--- config.mk ---
export PLATFORM = sky130hd
export DESIGN_NAME = eee_lpi_ctrl
export DESIGN_NICKNAME = d
export VERILOG_FILES = /design/src/rtl/eee_lpi_pkg.sv /design/src/rtl/eee_lpi_tick_cnt.sv /design/src/rtl/eee_lpi_regs.sv /design/src/rtl/eee_lpi_fsm.sv /design/src/rtl/eee_lpi_ctrl.sv
export SDC_FILE = /design/constraint.sdc
export NUM_CORES = 1
export LEC_CHECK = 0
export CORE_MARGIN = 2
export CORE_UTILIZATION = 48
export CTS_BUF_LIST = sky130_fd_sc_hd__clkbuf_8
export DETAILED_ROUTE_END_ITERATION = 8
export GPL_TIMING_DRIVEN = 1
export PLACE_DENSITY = 0.81
export SLEW_MARGIN = 0
export SYNTH_ARGS = -nofsm -noshare
export SYNTH_HDL_FRONTEND = slang
export SYNTH_SLANG_ARGS = --single-unit
--- constraint.sdc ---
create_clock -name clk -period 1.7 [get_ports clk]
set_input_delay 0.255 -clock clk [delete_from_list [all_inputs] [get_ports clk]]
set_output_delay 0.255 -clock clk [all_outputs]
set_load 0.02 [all_outputs]
--- src/rtl/eee_lpi_pkg.sv ---
package eee_lpi_pkg;
    localparam int DATA_W     = 32;
    localparam int NUM_FLAGS  = 4;
    localparam int FLG_TX_IN  = 0;
    localparam int FLG_TX_OUT = 1;
    localparam int FLG_RX_IN  = 2;
    localparam int FLG_RX_OUT = 3;
    localparam int STS_TX_LPI = 8;
    localparam int STS_RX_LPI = 9;
    localparam int CB_LPI_EN  = 16;
    localparam int CB_AUTO    = 17;
    localparam int CB_LINK    = 18;
    localparam int CB_IRQ_EN  = 19;
    localparam int LS_LSB     = 16;

    typedef enum logic [1:0] {
        ST_IDLE = 2'd0,
        ST_LPI  = 2'd1,
        ST_WAKE = 2'd2
    } lpi_state_e;

    typedef struct packed {
        logic lpi_en;
        logic tx_auto;
        logic link_ok;
        logic irq_en;
    } lpi_cfg_t;
endpackage

--- src/rtl/eee_lpi_tick_cnt.sv ---
module eee_lpi_tick_cnt #(
    parameter int W = 16
) (
    input  logic         clk,
    input  logic         rst_n,
    input  logic         clr,
    input  logic         tick,
    output logic [W-1:0] count
);
    localparam logic [W-1:0] MAX_CNT = '1;

    logic [W-1:0] cnt_d, cnt_q;

    always_comb begin
        cnt_d = cnt_q;
        if (clr) begin
            cnt_d = '0;
        end else if (tick && cnt_q != MAX_CNT) begin
            cnt_d = cnt_q + 1'b1;
        end
    end

    always_ff @(posedge clk or negedge rst_n) begin
        if (!rst_n) cnt_q <= '0;
        else        cnt_q <= cnt_d;
    end

    assign count = cnt_q;
endmodule

--- src/rtl/eee_lpi_regs.sv ---
module eee_lpi_regs
    import eee_lpi_pkg::*;
#(
    parameter int TW_W = 16,
    parameter int LS_W = 11
) (
    input  logic                 clk,
    input  logic                 rst_n,
    input  logic                 reg_wr,
    input  logic                 reg_rd,
    input  logic                 reg_addr,
    input  logic [DATA_W-1:0]    reg_wdata,
    input  logic [NUM_FLAGS-1:0] ev,
    input  logic                 tx_in_lpi,
    input  logic                 rx_in_lpi,
    output lpi_cfg_t             cfg,
    output logic [TW_W-1:0]      tw,
    output logic [LS_W-1:0]      ls,
    output logic [NUM_FLAGS-1:0] flags,
    output logic [DATA_W-1:0]    reg_rdata,
    output logic                 irq
);
    typedef struct packed {
        lpi_cfg_t             cfg;
        logic [TW_W-1:0]      tw;
        logic [LS_W-1:0]      ls;
        logic [NUM_FLAGS-1:0] flags;
    } regs_t;

    regs_t r_d, r_q;

    always_comb begin
        r_d = r_q;
        if (reg_wr && !reg_addr) begin
            r_d.cfg.lpi_en  = reg_wdata[CB_LPI_EN];
            r_d.cfg.tx_auto = reg_wdata[CB_AUTO];
            r_d.cfg.link_ok = reg_wdata[CB_LINK];
            r_d.cfg.irq_en  = reg_wdata[CB_IRQ_EN];
        end
        if (reg_wr && reg_addr) begin
            r_d.tw = reg_wdata[TW_W-1:0];
            r_d.ls = reg_wdata[LS_LSB +: LS_W];
        end
        // Clearing read first, then new events, so none is lost
        if (reg_rd && !reg_addr) r_d.flags = '0;
        r_d.flags = r_d.flags | ev;
    end

    always_ff @(posedge clk or negedge rst_n) begin
        if (!rst_n) r_q <= '0;
        else        r_q <= r_d;
    end

    always_comb begin
        reg_rdata = '0;
        if (!reg_addr) begin
            reg_rdata[NUM_FLAGS-1:0] = r_q.flags;
            reg_rdata[STS_TX_LPI]    = tx_in_lpi;
            reg_rdata[STS_RX_LPI]    = rx_in_lpi;
            reg_rdata[CB_LPI_EN]     = r_q.cfg.lpi_en;
            reg_rdata[CB_AUTO]       = r_q.cfg.tx_auto;
            reg_rdata[CB_LINK]       = r_q.cfg.link_ok;
            reg_rdata[CB_IRQ_EN]     = r_q.cfg.irq_en;
        end else begin
            reg_rdata[TW_W-1:0]        = r_q.tw;
            reg_rdata[LS_LSB +: LS_W]  = r_q.ls;
        end
    end

    assign cfg   = r_q.cfg;
    assign tw    = r_q.tw;
    assign ls    = r_q.ls;
    assign flags = r_q.flags;
    assign irq   = r_q.cfg.irq_en & (|r_q.flags);
endmodule

--- src/rtl/eee_lpi_fsm.sv ---
module eee_lpi_fsm
    import eee_lpi_pkg::*;
(
    input  logic                 clk,
    input  logic                 rst_n,
    input  lpi_cfg_t             cfg,
    input  logic                 tx_idle,
    input  logic                 tx_frame_req,
    input  logic                 rx_lpi,
    input  logic                 ls_met,
    input  logic                 tw_done,
    output lpi_state_e           state,
    output logic                 rx_in_lpi,
    output logic [NUM_FLAGS-1:0] ev
);
    typedef struct packed {
        lpi_state_e st;
        logic       rx_prev;
    } fsm_t;

    fsm_t f_d, f_q;
    logic want;
    logic auto_block;

    always_comb begin
        f_d        = f_q;
        ev         = '0;
        want       = (cfg.lpi_en | cfg.tx_auto) & cfg.link_ok;
        auto_block = cfg.tx_auto & (tx_frame_req | !tx_idle);
        case (f_q.st)
            ST_IDLE: begin
                if (want && ls_met && !auto_block) begin
                    f_d.st         = ST_LPI;
                    ev[FLG_TX_IN]  = 1'b1;
                end
            end
            ST_LPI: begin
                if (!want || (cfg.tx_auto && tx_frame_req)) begin
                    f_d.st         = ST_WAKE;
                    ev[FLG_TX_OUT] = 1'b1;
                end
            end
            ST_WAKE: begin
                if (tw_done) f_d.st = ST_IDLE;
            end
            default: f_d.st = ST_IDLE;
        endcase
        f_d.rx_prev    = rx_lpi;
        ev[FLG_RX_IN]  = rx_lpi & !f_q.rx_prev;
        ev[FLG_RX_OUT] = !rx_lpi & f_q.rx_prev;
    end

    always_ff @(posedge clk or negedge rst_n) begin
        if (!rst_n) f_q <= '{st: ST_IDLE, rx_prev: 1'b0};
        else        f_q <= f_d;
    end

    assign state     = f_q.st;
    assign rx_in_lpi = f_q.rx_prev;
endmodule

--- src/rtl/eee_lpi_ctrl.sv ---
module eee_lpi_ctrl
    import eee_lpi_pkg::*;
#(
    parameter int TW_W = 16,
    parameter int LS_W = 11
) (
    input  logic              clk,
    input  logic              rst_n,
    input  logic              reg_wr,
    input  logic              reg_rd,
    input  logic              reg_addr,
    input  logic [DATA_W-1:0] reg_wdata,
    output logic [DATA_W-1:0] reg_rdata,
    input  logic              us_tick,
    input  logic              ms_tick,
    input  logic              tx_idle,
    input  logic              tx_frame_req,
    input  logic              rx_lpi,
    output logic              tx_lpi_req,
    output logic              tx_resume_ok,
    output logic              irq
);
    lpi_cfg_t             cfg;
    logic [TW_W-1:0]      tw_val;
    logic [LS_W-1:0]      ls_val;
    logic [NUM_FLAGS-1:0] flags;
    logic [NUM_FLAGS-1:0] ev;
    logic [TW_W-1:0]      wake_cnt;
    logic [LS_W-1:0]      link_cnt;
    lpi_state_e           state;
    logic                 rx_in_lpi;
    logic                 ls_met;
    logic                 tw_done;
    logic                 in_lpi;

    assign in_lpi  = (state == ST_LPI);
    assign ls_met  = (link_cnt >= ls_val);
    assign tw_done = (wake_cnt >= tw_val);

    eee_lpi_regs #(.TW_W(TW_W), .LS_W(LS_W)) u_regs (
        .clk(clk), .rst_n(rst_n),
        .reg_wr(reg_wr), .reg_rd(reg_rd), .reg_addr(reg_addr),
        .reg_wdata(reg_wdata), .ev(ev),
        .tx_in_lpi(in_lpi), .rx_in_lpi(rx_in_lpi),
        .cfg(cfg), .tw(tw_val), .ls(ls_val), .flags(flags),
        .reg_rdata(reg_rdata), .irq(irq)
    );

    eee_lpi_tick_cnt #(.W(LS_W)) u_link_cnt (
        .clk(clk), .rst_n(rst_n),
        .clr(!cfg.link_ok), .tick(ms_tick), .count(link_cnt)
    );

    eee_lpi_tick_cnt #(.W(TW_W)) u_wake_cnt (
        .clk(clk), .rst_n(rst_n),
        .clr(state != ST_WAKE), .tick(us_tick), .count(wake_cnt)
    );

    eee_lpi_fsm u_fsm (
        .clk(clk), .rst_n(rst_n), .cfg(cfg),
        .tx_idle(tx_idle), .tx_frame_req(tx_frame_req), .rx_lpi(rx_lpi),
        .ls_met(ls_met), .tw_done(tw_done),
        .state(state), .rx_in_lpi(rx_in_lpi), .ev(ev)
    );

    assign tx_lpi_req   = in_lpi;
    assign tx_resume_ok = (state == ST_IDLE);
endmodule

-- Word-level counts from Yosys, hierarchy flattened
Index checks and enable logic that the tools add are counted.
- register bits after elaboration: 65
- bits of input ports: 42
- output and inout bits: 35
- word-level logic and storage cells: 70
- $add $sub $neg: 2
- magnitude comparators: 2
- eq/ne operators: 9
- muxes and demuxes: 19
- bitwise operators: 8
- reductions and logical operators: 19
- operators by type and width (cell ; number):
    $mux W16 ; 2
    $mux W11 ; 2
    $add A16 B1 Y16 const B ; 1
    $ge A16 B16 Y1 ; 1
    $mux W4 ; 4
    $ne A16 B16 Y1 const B ; 1
    $add A11 B1 Y11 const B ; 1
    $ge A11 B11 Y1 ; 1
    $ne A11 B11 Y1 const B ; 1
    $logic_and A1 B1 Y1 ; 8
    $mux W2 ; 4
    $mux W7 ; 1
    $logic_not A1 Y1 ; 6
    $mux W6 ; 1
    $ne A2 B1 Y1 const B ; 3
    $pmux W2 S3 ; 1
    $and A1 B1 Y1 ; 5
    $mux W1 ; 4
    $ne A2 B2 Y1 const B ; 2
    $or A4 B4 Y4 ; 1
    $reduce_or A4 Y1 ; 1
    $reduce_and A3 Y1 ; 1
    $eq A2 B1 Y1 const B ; 1
    $eq A2 B2 Y1 const B ; 1
    4 further kinds ; 5

-- Logic depth before layout (Yosys ltp)
- depth after elaboration: 8
- gate-level depth with buffers: 7
- depth with buffers taken out: 7

-- Modules after synthesis
Synthesis repeated with hierarchy kept, for this count alone.
- cell total of the unflattened synthesis: 380
- area, all modules: 4060.1 um^2
- by module, submodules not included (module ; instances ; cells each ; area an instance (um^2) ; sequential area each (um^2)):
    eee_lpi_regs ; 1 ; 112 ; 1660.3 ; 875.8
    eee_lpi_tick_cnt (u_wake_cnt) ; 1 ; 98 ; 942.2 ; 400.4
    eee_lpi_ctrl ; 1 ; 96 ; 669.4 ; 0.0
    eee_lpi_tick_cnt (u_link_cnt) ; 1 ; 58 ; 618.1 ; 275.3
    eee_lpi_fsm ; 1 ; 16 ; 170.2 ; 75.1

-- Least setup slack after synthesis
OpenSTA, ideal clock, no wires.
- kind: register to register
- start: register u_link_cnt.cnt_q[0], in the netlist u_link_cnt.count[0]
- end: register u_link_cnt.cnt_q[9], in the netlist u_link_cnt.count[9]
- library setup time: 0.119 ns
- arrival: 1.623 ns
- data required time: 1.581 ns
- path slack: -0.042 ns
- cell stages (with the launch flop): 7
- buffers on the path: 0
- period minus slack after synthesis: 1.742 ns
- path through: dfrtp_1 -> ha_1 -> and4_1 -> a211oi_1 -> nand3_1 -> xnor2_1 -> and2_1
- longest elaborated chain between the ends: 3
- elaborated cells between the ends (all ways): 6
- those cells by class: 1 x add/sub; 2 x eq/ne; 2 x mux; 1 x reduce/logical
- ends and longest elaborated chain (item ; line ; source):
    start: declaration ; eee_lpi_tick_cnt.sv:12 ; logic [W-1:0] cnt_d, cnt_q;
    start signal: assignment ; eee_lpi_tick_cnt.sv:25 ; else cnt_q <= cnt_d;
    $add A11 B1 Y11 / $ne A11 B11 Y1 (equally long branches) ; eee_lpi_tick_cnt.sv:19, eee_lpi_tick_cnt.sv:18 ;
    $mux W11 / $logic_and A1 B1 Y1 (equally long branches) ; eee_lpi_tick_cnt.sv:18 ; end else if (tick && cnt_q != MAX_CNT) begin
    $mux W11 / $ne A2 B1 Y1 (equally long branches) ; - ;
Parallel ways exist; a longest one is shown, timed or not. The select of a mux whose other input is x is not followed.
A chain may end at the register's enable or synchronous reset.

-- Final worst setup path
- start: register u_link_cnt.cnt_q[0], in the netlist u_link_cnt.count[0]
- end: register u_fsm.f_q, in the netlist u_fsm.state[0]
- longest elaborated chain between the ends: 5
- ends and longest elaborated chain (item ; line ; source):
    $ge A11 B11 Y1 ; eee_lpi_ctrl.sv:37 ; assign ls_met = (link_cnt >= ls_val);
    $logic_and A1 B1 Y1 (2 in series) ; eee_lpi_fsm.sv:32 ; if (want && ls_met && !auto_block) begin
    $ne A2 B1 Y1 (no source line) ; - ;
    $reduce_and A3 Y1 (no source line) ; - ;
    end signal: assignment ; eee_lpi_fsm.sv:54 ; if (!rst_n) f_q <= '{st: ST_IDLE, rx_prev: 1'b0};
    end: declaration ; eee_lpi_fsm.sv:21 ; fsm_t f_d, f_q;
Every way passes these cells.

==> out/qor.yml <==
run_status:
  result_of_the_run: "complete, but fails checks"
  violations: "negative setup slack"
floorplanning:
  initial_utilization_pct: 49.3
  fp-row-count: 32
  core_sq_um: 7650
  die_y_um: 92.6
  design.portCount: 77
  die_width_um: 92.6
  die_area_sq_um: 8580
sta:
  report.final.setup_viol: 5
  finalCriticalPeriod_ns: 1.79
  achievable-frequency_mhz: 559
  post-route-worst-setup-slack_ns: -0.0889
  final.period_utilization_pct: 105
  finalHoldViolCount: 0
  worst_hold_slack_ns: 0.325
  grt_setup_unrepaired: "true"
  final.setup_skew_ns: 0.00841
  slew_viol_final: 0
cts:
  ctsHtreeMaxLevel: 3
  insertion_delay_ns: 0.34
  clkSinkCount: 65
  cts-buffers-inserted: 9
  max_clock_buf_depth: 2
  cts.clk_slew.worst_paths_ns: 0.07
  clockRootBuffer: "clkbuf_8"
  cts_tree: "yes"
layout:
  fillers: 579
  filler_free_cell_count_of_the_finished_design: 586
  final_layout_size_suffix_gt1_share_pct: 28.3
  synthToLayoutAreaGrowth_pct: 39.5
  layout.nets: 550
  insertedDiodeCount: 0
  utilization_pct: 68.7
route:
  route.met2.wl_um: 5140
  routed_wirelength_um: 9380
  dr.max_layer_used: "met4"
  routedLengthMet1_um: 3640
  dr_total_vias: 3139
  drt_first_pass_iters: 4
  route.detailed.drc: 0
  drtAntennaViolNets: 0
  wl_per_cell_um: 16.0
  met3_wirelength_um: 363
  vias_per_cell: 5.36
  drt_first_iter_violations: 144
critical_path:
  critical_path.reg2reg.startpoint: "u_link_cnt.count[0]$_DFFE_PN0P_"
  crit_chain: "inv_1 -> ha_1 -> nand2b_4 -> a2111oi_4 -> nor4_2 -> o31ai_1 -> buf_4 -> a21oi_1"
  timing.critical_path.from_type: "flip-flop"
  master_of_the_slowest_instance_on_the_critical_path: "dfrtp_1"
  worst_ep_arrival_time_ns: 2.00
  critPathMaxStageDelay_ns: 0.39
  critPathCaptureType: "flip-flop"
  largest_fanout_on_the_critical_path: 3
  path_class: "reg -> reg"
  worstSetupStartpoint: "u_link_cnt.count[0]$_DFFE_PN0P_"
  required_ns: 1.91
power_and_ir_drop:
  power.internal_uw: 3070
  net-switching-power_uw: 1210
  power.share.combinational_pct: 23.6
  power.switching_fraction_pct: 28.3
  power_dens_cells_nw_per_um2: 816
  leakage_power_uw: 0.00249
  vdd_ir_drop_max_v: 0.000612
  power.sequential.fraction_pct: 41.3
  clock_power_share_pct: 35.1
synth:
  syn-instance-count: 364
  synth_top_area_cell: "dfrtp_1"
  yosysUniqueCellTypes: 51
  ys.warnings.count: 0
  synth_ff_type: "dfrtp_1"
  postSynthRegisterBits: 65
  netlist_area_sq_um: 3770
  synth_edf_count: 0
  syn_avg_cell_area_sq_um: 10.4
  synth_area_leaders: "dfrtp_1 43%, mux2_2 12%, ha_1 9.6%, and2_1 3.3%, inv_1 3.1%"
  synth.yosys.seq_area_share_pct: 43.2
  synthDominantCellAreaShare_pct: 43.2
  synth_async_sr_flop_share_pct: 100
placement:
  globalplace.congestion: 0.883
  number_of_instances_in_the_placed_design: 562
  detailedPlace.worstSlack_ns: -0.388
  hpwlAfterDp_um: 6580
  place.port_buffers: 66
global_routing:
  number_of_antenna_violations_at_the_first_check_in_global_routing: 0
  via_count_of_the_first_global_routing_pass: 3301
  grt_use_total_pct: 22.8
  grt_max_degree: 58
  globalRouteOverflowTotal: 0
  grt_first_pass_wirelength_um: 15200
worst_hold_path:
  min-delay-path-class: "in -> async"
run:
  maxCapViolations: 0
## flip-flops by register name, indices dropped and copies added (netlist names)
name,cells
u_wake_cnt.count,16
u_regs.cfg,4
u_fsm.state,2
u_link_cnt.count,11
u_regs.tw,16
u_regs.ls,11
u_regs.flags,4
u_fsm.rx_in_lpi,1
## Yosys cell counts, types with 3 or more instances
library cell and n:
nor2b_1 4, buf_4 5, xor2_1 13, a21boi_0 3
or3_1 4, and4_1 3, o211ai_1 3, ha_1 29
inv_1 31, and2_1 20, o21ai_0 11, xnor2_1 5
nor2_1 30, a211oi_1 3, a21oi_1 8, nand2_1 17
nand3_1 13, nand2b_1 5, clkbuf_1 8, mux2_2 40
dfrtp_1 65, nand4_1 7
## kinds of logic after synthesis
group,share of synthesized area (%)
AO/OA/AOI/OAI,9.03
XOR/XNOR,4.18
adder cells (fa/ha/maj),9.63
buffers and inverters,5.41
flip-flops,43.2
multiplexers,12.2
other,0.0995
AND/OR/NAND/NOR,16.3
## per-stage QoR
stage / TNS [ns] / total power (uW) / instance area, sq um
floorplan: 0 / 2300 / 3790
global placement: -8.79 / 2750 / 4860
detailed placement: -9.47 / 2780 / 4860
CTS: -0.244 / 4310 / 5190
global route: -1.12 / 4470 / 5260
finish: -0.242 / 4290 / 5260
## cell usage in the layout, fill, tap and decap left out, types with 7 or more instances in the layout
cell type        netlist  routed
xor2_1                13      13
clkdlybuf4s50_1        0      34
nand4_1                7       7
ha_1                  29      27
o21ai_0               11       8
and2_1                20      20
nand2_1               17      16
dlygate4sd2_1          0      18
nor2_1                30      29
inv_1                 31      30
nand3_1               13      12
a21oi_1                8       7
dfrtp_1               65      65
clkbuf_8               0      10
buf_4                  5      42
mux2_2                40      40
## final cells by class
class | count | area (sq um) | area share (%)
Sequential cell | 65 | 1630 | 30.9
Clock buffer | 10 | 138 | 2.62
Inverter | 31 | 116 | 2.21
Timing Repair Buffer | 115 | 1070 | 20.4
Tap cell | 102 | 128 | 2.43
Multi-Input combinational cell | 257 | 2090 | 39.7
Clock inverter | 6 | 90.1 | 1.71
## power by group through the flow
| stage | Sequential, uW | Combinational, uW | Clock (uW) |
|---|---|---|---|
| after floorplan | 1770 | 526 | 0 |
| after global placement | 1790 | 955 | 0 |
| after detailed placement | 1800 | 980 | 0 |
| after CTS | 1770 | 1010 | 1520 |
| after global routing | 1790 | 1100 | 1580 |
| final | 1770 | 1010 | 1500 |
## metal layers
layer / vias up / GRT usage [%]
li1: 1498 / -
met1: 1540 / 25.4
met2: 80 / 42.5
met3: 21 / 5.37
met4: 0 / 7.21
met5: - / 0
## worst max-delay path, delay by kind of cell, from the launching register on
family                     cells  cell delay (ns)
DFF                            1             0.39
AOI/OAI and AO/OA              3             0.56
and+or+nand+nor                2             0.22
buffers and inverters          2             0.23
adders and majority gates      1             0.26
## path summary, 6_finish.rpt
check / endpoint / slack (ns) / cells after the start
worst min register to register: u_regs.tw[4]$_DFFE_PN0P_ / 0.53 / 1
worst min-delay path: u_regs.tw[13]$_DFFE_PN0P_ / 0.32 / 2
max in group asynchronous: u_regs.tw[9]$_DFFE_PN0P_ / 0.79 / 3
worst max-delay path: u_fsm.state[0]$_DFFE_PN0P_ / -0.09 / 8
min in group clk: u_fsm.rx_in_lpi$_DFF_PN0_ / 0.41 / 1
worst max register to register: u_fsm.state[0]$_DFFE_PN0P_ / -0.09 / 8
## timing repair
item | in CTS | in global routing
endpoints found under the hold margin | 8 | 0
setup buffers | 4 | 1
pin swaps | 8 | 4
hold buffers | 1 | 0
resized for setup | 53 | 24
endpoints found under the setup margin | 43 | 28
cloned | 1 | 1
No activity file was read; power rests on OpenSTA's default activity.
